--- config.mk ---
export PLATFORM = sky130hd
export DESIGN_NAME = i2c_scl_pacer
export DESIGN_NICKNAME = d
export VERILOG_FILES = /design/src/rtl/i2c_scl_pacer_pkg.sv /design/src/rtl/scl_line_sync.sv /design/src/rtl/scl_count_select.sv /design/src/rtl/scl_phase_fsm.sv /design/src/rtl/i2c_scl_pacer.sv
export SDC_FILE = /design/constraint.sdc
export NUM_CORES = 1
export LEC_CHECK = 0
export BUFFER_PORTS_ARGS = -buffer_cell sky130_fd_sc_hd__buf_2
export CAP_MARGIN = 20
export CORE_UTILIZATION = 40
export DETAILED_ROUTE_END_ITERATION = 7
export PLACE_DENSITY = 0.64
export SLEW_MARGIN = 20
export SYNTH_ARGS = -nofsm -noshare
export SYNTH_HDL_FRONTEND = slang
export SYNTH_HIERARCHICAL = 1
export SYNTH_SLANG_ARGS = --single-unit
--- constraint.sdc ---
create_clock -name clk -period 2.2 [get_ports clk]
set_clock_uncertainty 0.1 [all_clocks]
set_input_delay 0.22 -clock clk [delete_from_list [all_inputs] [get_ports clk]]
set_output_delay 0.22 -clock clk [all_outputs]
set_load 0.01 [all_outputs]
--- src/rtl/i2c_scl_pacer_pkg.sv ---
package i2c_scl_pacer_pkg;

  // Shortest phase the pacer will ever time, in clock cycles
  localparam int unsigned PHASE_FLOOR = 4;

  typedef enum logic [1:0] {
    PH_OFF  = 2'd0,
    PH_LOW  = 2'd1,
    PH_WAIT = 2'd2,
    PH_HIGH = 2'd3
  } phase_t;

endpackage

--- src/rtl/scl_line_sync.sv ---
module scl_line_sync #(
  parameter int unsigned STAGES = 2
) (
  input  logic clk,
  input  logic rst_n,
  input  logic line_async,
  output logic line_sync
);

  logic [STAGES-1:0] chain;

  // The idle bus is high, so every stage resets to 1
  always_ff @(posedge clk or negedge rst_n) begin
    if (!rst_n) chain <= '1;
    else        chain <= {chain[STAGES-2:0], line_async};
  end

  assign line_sync = chain[STAGES-1];

endmodule

--- src/rtl/scl_count_select.sv ---
module scl_count_select #(
  parameter int unsigned CNT_W = 8,
  parameter int unsigned FLOOR = 4
) (
  input  logic             mode_fast,
  input  logic [CNT_W-1:0] std_low,
  input  logic [CNT_W-1:0] std_high,
  input  logic [CNT_W-1:0] fast_low,
  input  logic [CNT_W-1:0] fast_high,
  output logic [CNT_W-1:0] low_eff,
  output logic [CNT_W-1:0] high_eff
);

  localparam logic [CNT_W-1:0] FLOOR_V = CNT_W'(FLOOR);

  logic [CNT_W-1:0] raw   [2];
  logic [CNT_W-1:0] clamp [2];

  assign raw[0] = mode_fast ? fast_low  : std_low;
  assign raw[1] = mode_fast ? fast_high : std_high;

  // The same clamp serves the low lane (0) and the high lane (1)
  for (genvar g = 0; g < 2; g++) begin : g_clamp
    assign clamp[g] = (raw[g] < FLOOR_V) ? FLOOR_V : raw[g];
  end

  assign low_eff  = clamp[0];
  assign high_eff = clamp[1];

endmodule

--- src/rtl/scl_phase_fsm.sv ---
module scl_phase_fsm
  import i2c_scl_pacer_pkg::*;
#(
  parameter int unsigned CNT_W = 8
) (
  input  logic             clk,
  input  logic             rst_n,
  input  logic             enable,
  input  logic             line_hi,
  input  logic [CNT_W-1:0] low_eff,
  input  logic [CNT_W-1:0] high_eff,
  output logic             scl_pull,
  output logic             rise_stb,
  output logic             fall_stb
);

  phase_t           st;
  logic [CNT_W-1:0] cnt;

  always_ff @(posedge clk or negedge rst_n) begin
    if (!rst_n) begin
      st       <= PH_OFF;
      cnt      <= '0;
      scl_pull <= 1'b0;
      rise_stb <= 1'b0;
      fall_stb <= 1'b0;
    end else begin
      rise_stb <= 1'b0;
      fall_stb <= 1'b0;
      if (!enable) begin
        st       <= PH_OFF;
        cnt      <= '0;
        scl_pull <= 1'b0;
      end else begin
        unique case (st)
          PH_OFF: begin
            st       <= PH_LOW;
            scl_pull <= 1'b1;
            fall_stb <= 1'b1;
            cnt      <= low_eff - 1'b1;
          end
          PH_LOW: begin
            if (cnt == '0) begin
              st       <= PH_WAIT;
              scl_pull <= 1'b0;
              rise_stb <= 1'b1;
            end else begin
              cnt <= cnt - 1'b1;
            end
          end
          PH_WAIT: begin
            // Hold off the high count until the line is really high
            if (line_hi) begin
              st  <= PH_HIGH;
              cnt <= high_eff - 1'b1;
            end
          end
          PH_HIGH: begin
            // Another device pulling low, or our own count running out
            if (!line_hi || cnt == '0) begin
              st       <= PH_LOW;
              scl_pull <= 1'b1;
              fall_stb <= 1'b1;
              cnt      <= low_eff - 1'b1;
            end else begin
              cnt <= cnt - 1'b1;
            end
          end
          default: st <= PH_OFF;
        endcase
      end
    end
  end

  a_r6_strobe_excl: assert property (@(posedge clk) disable iff (!rst_n)
    !(rise_stb && fall_stb));

  a_r6_fall_marks_pull: assert property (@(posedge clk) disable iff (!rst_n)
    fall_stb |-> (scl_pull && !$past(scl_pull)));

  a_r6_rise_marks_release: assert property (@(posedge clk) disable iff (!rst_n)
    rise_stb |-> (!scl_pull && $past(scl_pull)));

  a_r9_disable_releases: assert property (@(posedge clk) disable iff (!rst_n)
    !enable |=> (!scl_pull && !rise_stb && !fall_stb));

  a_r4_wait_while_low: assert property (@(posedge clk) disable iff (!rst_n)
    (enable && st == PH_WAIT && !line_hi) |=> !scl_pull);

  a_r5_cut_high: assert property (@(posedge clk) disable iff (!rst_n)
    (enable && st == PH_HIGH && !line_hi) |=> (scl_pull && fall_stb));

  a_r3_high_after_seen: assert property (@(posedge clk) disable iff (!rst_n)
    (st == PH_HIGH && $past(st) == PH_WAIT) |-> $past(line_hi));

endmodule

--- src/rtl/i2c_scl_pacer.sv ---
module i2c_scl_pacer
  import i2c_scl_pacer_pkg::*;
#(
  parameter int unsigned CNT_W    = 8,
  parameter int unsigned SYNC_STG = 2
) (
  input  logic             clk,
  input  logic             rst_n,
  input  logic             enable,
  input  logic             mode_fast,
  input  logic [CNT_W-1:0] std_low,
  input  logic [CNT_W-1:0] std_high,
  input  logic [CNT_W-1:0] fast_low,
  input  logic [CNT_W-1:0] fast_high,
  input  logic             scl_line,
  output logic             scl_pull,
  output logic             rise_stb,
  output logic             fall_stb
);

  logic             line_hi;
  logic [CNT_W-1:0] low_eff;
  logic [CNT_W-1:0] high_eff;

  scl_line_sync #(.STAGES(SYNC_STG)) u_sync (
    .clk        (clk),
    .rst_n      (rst_n),
    .line_async (scl_line),
    .line_sync  (line_hi)
  );

  scl_count_select #(.CNT_W(CNT_W), .FLOOR(PHASE_FLOOR)) u_sel (
    .mode_fast (mode_fast),
    .std_low   (std_low),
    .std_high  (std_high),
    .fast_low  (fast_low),
    .fast_high (fast_high),
    .low_eff   (low_eff),
    .high_eff  (high_eff)
  );

  scl_phase_fsm #(.CNT_W(CNT_W)) u_fsm (
    .clk      (clk),
    .rst_n    (rst_n),
    .enable   (enable),
    .line_hi  (line_hi),
    .low_eff  (low_eff),
    .high_eff (high_eff),
    .scl_pull (scl_pull),
    .rise_stb (rise_stb),
    .fall_stb (fall_stb)
  );

  a_r1_quiet_in_reset_after: assert property (@(posedge clk) disable iff (!rst_n)
    (!enable && !$past(enable)) |-> (!scl_pull && !rise_stb && !fall_stb));

endmodule

==> flow_summary_export.csv, run 1 <==
group,metric,value,unit
outcome,status,"finished clean",
power_and_ir_drop,peakVddDrop,0.0003727,V
worst_setup_path,worst-endpoint-required,2270,ps
grt,grt_pass1_wl,7.665,mm
cts,clkSinkCount,15,
worst_setup_path,worst-setup-path-type,"flop to flop",
layout,drive_above_1_share,34.55,%
die,io_pins,40,
drt,avgViaCountPerCell,5.898,
power_and_ir_drop,swShare,46.62,%
timing,setup_ws,170.1,ps
timing,slew_headroom,65.79,%
cts,cts_tree,"built",
timing,hold_slack,255.6,ps
die,start_util,43.02,%
grt,track_usage,22.91,%
timing,rsz0062_at_grt,"no",
place,dp_hpwl,3.433,mm
drt,wl_per_cell,14.87,um
power_and_ir_drop,power.internal,1.059,mW
layout,stdcell_area,2071,um^2
power_and_ir_drop,p_seq_share,23.9,%
cts,htree_levels,1,
worst_setup_path,worstSetupStartpoint,"u_fsm/cnt[0]",
power_and_ir_drop,p_leak,0.9105,nW
place,place.gp.congestion,0.9224,
synth,synth_cell_type_count,51,
synth,yosysSeqAreaShare,23.12,%
worst_setup_path,reg2reg_from,"u_fsm/cnt[0]",
cts,cts_buffers,3,
timing,fmax,0.4926,GHz
die,dieArea,4345,um^2
worst_setup_path,start_kind,"flop",
run,cap_violations,0,
timing,fin_setup_tns,0,ps
die,coreArea,3799,um^2
drt,antenna_left,0,
power_and_ir_drop,switchingPower,925.0,uW
synth,syn_inst,186,
synth,yosys_warnings,6,
die,dieWidth,65.92,um
timing,final_max_slew_viol_count,0,
layout,instances_no_fill,294,
layout,diodes,0,
hold_path,hold_start,"u_sync/chain[0]",
cts,cts_buffer_depth,2,
place,post-place-ws,-41.33,ps
layout,nets,292,
grt,grt_pass1_vias,1640,
cts,clk_latency,250,ps
worst_setup_path,path_max_fanout,7,
cts,path_clk_slew,70,ps
power_and_ir_drop,p_comb_share,64.5,%
worst_setup_path,cp.arrival,2100,ps
synth,synth_edf_count,0,
drt,num_vias,1734,
grt,grt_max_degree,16,
timing,period_share,92.27,%
timing,setup_viol,0,
power_and_ir_drop,p_clk_share,11.6,%
worst_setup_path,setup.worst_path.end_class,"flop",
synth,synth_seq_cells,15,
synth,synthArstFlopShare,100.0,%
timing,worst-slew-pin-transition,510.4,ps
timing,fin_crit,2030,ps
grt,grt_antenna_before_repair,0,
drt,wl,4.373,mm
synth,syn_area_per_cell,8.785,um^2
drt,dr.pass1.iters,4,
drt,drcViolationCount,0,
drt,dr.first_iter.drc_count,149,
place,portBuffers,39,
layout,syn_to_final_growth,26.72,%
layout,layout_commonest_cell,"buf_2",
die,fp.dieH,65.92,um
synth,synth_area,1634,um^2
synth,syn_nets,231,
grt,grt.overflow.total,0,
layout,final_core_util,54.51,%
synth,ys.flop_type,"dfrtp_1",
layout,final_cell_mix,"buf_2 (39), buf_4 (19), inv_1 (17)",
timing,hold_violations,0,
hold_path,min_path_type,"flop to flop",
place,dp.cells,288,
die,rows,22,
power_and_ir_drop,power_density,958.1,nW/um^2
place,postPlaceCellArea,2006,um^2
power_and_ir_drop,finalPower,1.984,mW
layout,n_fill_cell,363,
cts,cts-root-buf,"clkbuf_8",
-- power groups by stage --
stage	logic, mW	clock network (mW)	registers (mW)
final	1.28	0.230	0.474
after global routing	1.40	0.250	0.493
after CTS	1.26	0.240	0.472
after global placement	1.25	0	0.477
after floorplan	0.885	0	0.469
after detailed placement	1.24	0	0.478
-- path summary, 6_finish.rpt --
kind / endpoint / slack, ps / depth (start not counted)
worst max-delay path: u_fsm/cnt[4] / 170 / 6
worst min-delay path: u_sync/chain[1] / 260 / 0
worst max register to register: u_fsm/cnt[4] / 170 / 6
worst min register to register: u_sync/chain[1] / 260 / 0
max in group asynchronous: u_sync/chain[1] / 1390 / 2
min in group asynchronous: u_fsm/cnt[6] / 300 / 2
-- repair_timing --
| item | 4_1_cts | 5_1_grt |
|---|---|---|
| hold buffers | 2 | 0 |
| endpoints found under the setup margin | 0 | 1 |
| setup buffers | 0 | 0 |
| endpoints found under the hold margin | 14 | 0 |
| resized for setup | 0 | 0 |
-- layout make-up --
cell class / count / area [um^2] / area share (%)
inverters: 17 / 63.81 / 3.082
multi-input cells: 150 / 1166 / 56.31
clock buffers: 4 / 45.04 / 2.175
flip-flops and latches: 15 / 377.9 / 18.25
repair buffers: 60 / 357.8 / 17.28
well taps: 48 / 60.06 / 2.900
-- state kept, by name, summed over array words and instances, names as in the netlist --
signal / cells
u_fsm/st: 2
u_fsm/cnt: 8
u_fsm/scl_pull: 1
u_fsm/fall_stb: 1
u_fsm/rise_stb: 1
u_sync/chain: 2
-- synthesized netlist by cell type (2+ instances only) --
| cell type | count | area, um^2 |
|---|---|---|
| nor2_1 | 8 | 30.03 |
| mux2_2 | 10 | 112.6 |
| nor4_2 | 2 | 25.02 |
| a2bb2oi_1 | 2 | 17.52 |
| a32oi_1 | 4 | 35.03 |
| xor2_1 | 6 | 52.55 |
| or4_1 | 2 | 15.01 |
| a32o_1 | 4 | 40.04 |
| o221ai_1 | 4 | 35.03 |
| o21ai_0 | 6 | 30.03 |
| dfstp_2 | 2 | 52.55 |
| dfrtp_1 | 13 | 325.3 |
| nor4_1 | 7 | 43.79 |
| or3_1 | 8 | 50.05 |
| a21boi_0 | 2 | 15.01 |
| a21oi_1 | 6 | 30.03 |
| o21a_1 | 3 | 22.52 |
| ha_1 | 8 | 100.1 |
| nor3b_1 | 4 | 30.03 |
| nor3_1 | 5 | 25.02 |
| nor2b_1 | 6 | 37.54 |
| nand2_1 | 8 | 30.03 |
| a31oi_1 | 2 | 12.51 |
| buf_2 | 3 | 15.01 |
| nand3_1 | 8 | 40.04 |
| o31a_1 | 4 | 35.03 |
| nand4_1 | 3 | 18.77 |
| inv_1 | 17 | 63.81 |
| o211ai_1 | 7 | 52.55 |
-- cell families (layout without fill, tap and decap cells) --
family | after synthesis | after routing | synth area share, %
DFF | 15 | 15 | 23.12
buffers and inverters | 21 | 81 | 5.513
AOI/OAI and AO/OA | 55 | 55 | 27.18
xor gates and xnor gates | 6 | 6 | 3.216
and+or+nand+nor | 71 | 71 | 27.95
muxes | 10 | 10 | 6.891
adders and majority gates | 8 | 8 | 6.126
-- layer usage --
| metal | vias to the layer above | global-route usage [%] | part of all wire [%] | routed length, um |
|---|---|---|---|---|
| met5 | - | 0 | 0 | 0 |
| met4 | 0 | 4.620 | 0.34 | 15 |
| met3 | 2 | 4.483 | 6.5 | 283 |
| met2 | 57 | 37.37 | 45 | 1979 |
| met1 | 820 | 31.08 | 48 | 2093 |
| li1 | 855 | - | - | - |
-- critical path, cell delays in order, from the launching register on --
cell	delay, ps
dfrtp_1	380
inv_1	80
ha_1	200
or4b_4	490
o31ai_4	370
a32oi_1	150
o221ai_1	190
Power figures use the tool's default switching activity.
==> inputs of run 2 (changes only) <==
--- a/config.mk
+++ b/config.mk
@@ -13,5 +13,4 @@
 export SLEW_MARGIN = 20
 export SYNTH_ARGS = -nofsm -noshare
 export SYNTH_HDL_FRONTEND = slang
-export SYNTH_HIERARCHICAL = 1
 export SYNTH_SLANG_ARGS = --single-unit
==> run 2 against run 1 <==
- via count rose by 5.0%
- sequential power fell by 2%
- sequential share of layout area fell by 2.5 points
- critical path type unchanged
==> flow_summary_export.csv, run 2 <==
group,metric,value,unit
synth,yosys.area_share.simple,24.42,%
synth,synthAdderAreaFrac,6.912,%
hold_path,min_path_type,"input pin to flop",
synth,synth_top_area_share,19.97,%
drt,wl,4.562,mm
synth,synth_cell_type_count,57,
power_and_ir_drop,power.internal,1.216,mW
worst_setup_path,worst-endpoint-required,2240,ps
die,dieWidth,65.82,um
synth,synth_edf_count,0,
power_and_ir_drop,p_clk_share,10.7,%
cts,htree_levels,1,
power_and_ir_drop,p_seq_share,21.9,%
cts,clk_latency,250,ps
timing,setup_ws,6.774,ps
grt,track_usage,22.94,%
timing,worst-slew-pin-transition,384.1,ps
layout,final_cell_mix,"buf_4 (50), buf_2 (39), nor2_1 (13)",
place,post-place-ws,-147.0,ps
cts,cts_buffers,3,
grt,grt_pass1_wl,7.569,mm
worst_setup_path,cp.arrival,2230,ps
drt,antenna_left,0,
timing,hold_violations,0,
layout,syn_to_final_growth,47.47,%
cts,cts-root-buf,"clkbuf_8",
die,start_util,43.20,%
grt,grt_max_degree,16,
synth,synthXorXnorAreaFrac,1.613,%
synth,syn_inst,189,
drt,dr.first_iter.drc_count,87,
synth,syn_nets,235,
drt,drcViolationCount,0,
layout,regMostFlops,"u_fsm.cnt",
layout,layout_commonest_cell,"buf_4",
worst_setup_path,worst-setup-path-type,"flop to flop",
layout,drive_above_1_share,46.59,%
drt,dr.pass1.iters,4,
timing,final_max_slew_viol_count,0,
timing,rsz0062_at_grt,"yes",
die,dieArea,4332,um^2
layout,final_core_util,63.70,%
run,cap_violations,0,
place,dp_hpwl,3.734,mm
timing,hold_slack,155.0,ps
power_and_ir_drop,p_comb_share,67.4,%
layout,stdcell_area,2402,um^2
synth,synth_top_cell_by_area,"dfrtp_1",
layout,largest_reg_flops,8,
grt,grt.overflow.total,0,
outcome,status,"finished clean",
synth,synth_compound_area_share,27.11,%
place,place.gp.congestion,0.8504,
die,rows,22,
timing,fmax,0.4559,GHz
worst_setup_path,path_max_fanout,3,
synth,yosysSeqAreaShare,23.20,%
drt,num_vias,1821,
power_and_ir_drop,peakVddDrop,0.0003895,V
power_and_ir_drop,power_density,882.2,nW/um^2
synth,synth_mux_area_share,12.75,%
worst_setup_path,start_kind,"flop",
die,fp.dieH,65.82,um
cts,path_clk_slew,60,ps
die,coreArea,3771,um^2
drt,avgViaCountPerCell,5.569,
place,portBuffers,39,
timing,fin_crit,2193,ps
worst_setup_path,setup.worst_path.end_class,"flop",
synth,syn_area_per_cell,8.619,um^2
drt,wl_per_cell,13.95,um
timing,setup_viol,0,
synth,yosys_warnings,0,
synth,synthArstFlopShare,100.0,%
synth,ys.flop_type,"dfrtp_1",
grt,grt_antenna_before_repair,0,
power_and_ir_drop,finalPower,2.119,mW
synth,synth_area,1629,um^2
cts,cts_buffer_depth,2,
power_and_ir_drop,swShare,42.63,%
synth,synth_top_family_by_area,"compound AO/OA/AOI/OAI gates",
layout,diodes,0,
place,postPlaceCellArea,2221,um^2
synth,synth_most_common_cell,"nor2_1",
power_and_ir_drop,p_leak,1.134,nW
grt,grt_pass1_vias,1600,
timing,period_share,99.69,%
layout,nets,326,
synth,synth_seq_cells,15,
timing,slew_headroom,74.40,%
layout,top_regs,"u_fsm.cnt (8), u_fsm.st (2), u_sync.chain (2)",
power_and_ir_drop,switchingPower,903.4,uW
synth,synth_area_leaders,"dfrtp_1 (20%), ha_1 (6.9%), mux2_2 (6.9%)",
cts,cts_tree,"built",
cts,clkSinkCount,15,
synth,synthTopCellsByCount,"nor2_1 (14), dfrtp_1 (13), a21oi_1 (11), nor3_1 (11), mux2_2 (10)",
die,io_pins,40,
[run 2: logic make-up (layout without fill, tap and decap cells)]
logic type | after synthesis | in the layout
compound gates | 62 | 62
xor+xnor | 3 | 3
fa+ha+maj | 9 | 9
buf+inv | 14 | 104
flops | 15 | 15
mux | 19 | 19
simple gates | 67 | 67
[run 2: worst paths after layout]
kind | start | endpoint | slack (ps) | depth (start not counted)
worst max-delay path | u_fsm.cnt[0] | u_fsm.cnt[7] | 7 | 7
max in group asynchronous | rst_n | u_sync.chain[0] | 1400 | 2
worst min register to register | u_sync.chain[0] | u_sync.chain[1] | 260 | 0
min in group asynchronous | rst_n | u_fsm.cnt[1] | 290 | 2
worst max register to register | u_fsm.cnt[0] | u_fsm.cnt[7] | 7 | 7
worst min-delay path | enable | u_fsm.scl_pull | 150 | 2
[run 2: per-stage QoR]
step,TNS [ps],instances
4_1_cts,-1.508,322
2_1_floorplan,-14.16,189
3_5_place_dp,-510.2,316
3_3_place_gp,-198.5,316
6_report,0,327
5_1_grt,-163.8,327
[run 2: area by class of cell]
cell class / count / area (um^2)
Fill cell: 330 / 1369
Multi-Input combinational cell: 160 / 1286
Timing Repair Buffer: 92 / 601.8
Sequential cell: 15 / 379.1
Tap cell: 48 / 60.06
Clock buffer: 4 / 45.04
Inverter: 8 / 30.03
[run 2: repair_timing]
action,in CTS,in global routing
gates resized for setup,7,13
hold endpoints to repair,14,0
pin swaps,0,5
buffers inserted,0,5
setup endpoints to repair,6,7
hold buffers,2,0
[run 2: worst max-delay path: stages, from the launching register on]
cell and delay (ps):
dfrtp_1 400, inv_2 70, ha_2 190, or4b_4 510, o311ai_4 250, buf_4 160, nor2_1 80, a221o_1 330
[run 2: routing by layer]
layer,GRT usage (%),part of all wire [%]
met1,32.73,49
met2,36.10,46
met3,3.621,3.8
met4,4.891,1.2
met5,0,0
[run 2: power groups by stage]
stage | Sequential (mW) | Combinational, mW | Clock (mW)
floorplan | 0.462 | 0.741 | 0
CTS | 0.460 | 1.30 | 0.232
finish | 0.464 | 1.43 | 0.228
global placement | 0.458 | 1.20 | 0
global route | 0.478 | 1.56 | 0.246
detailed placement | 0.463 | 1.22 | 0
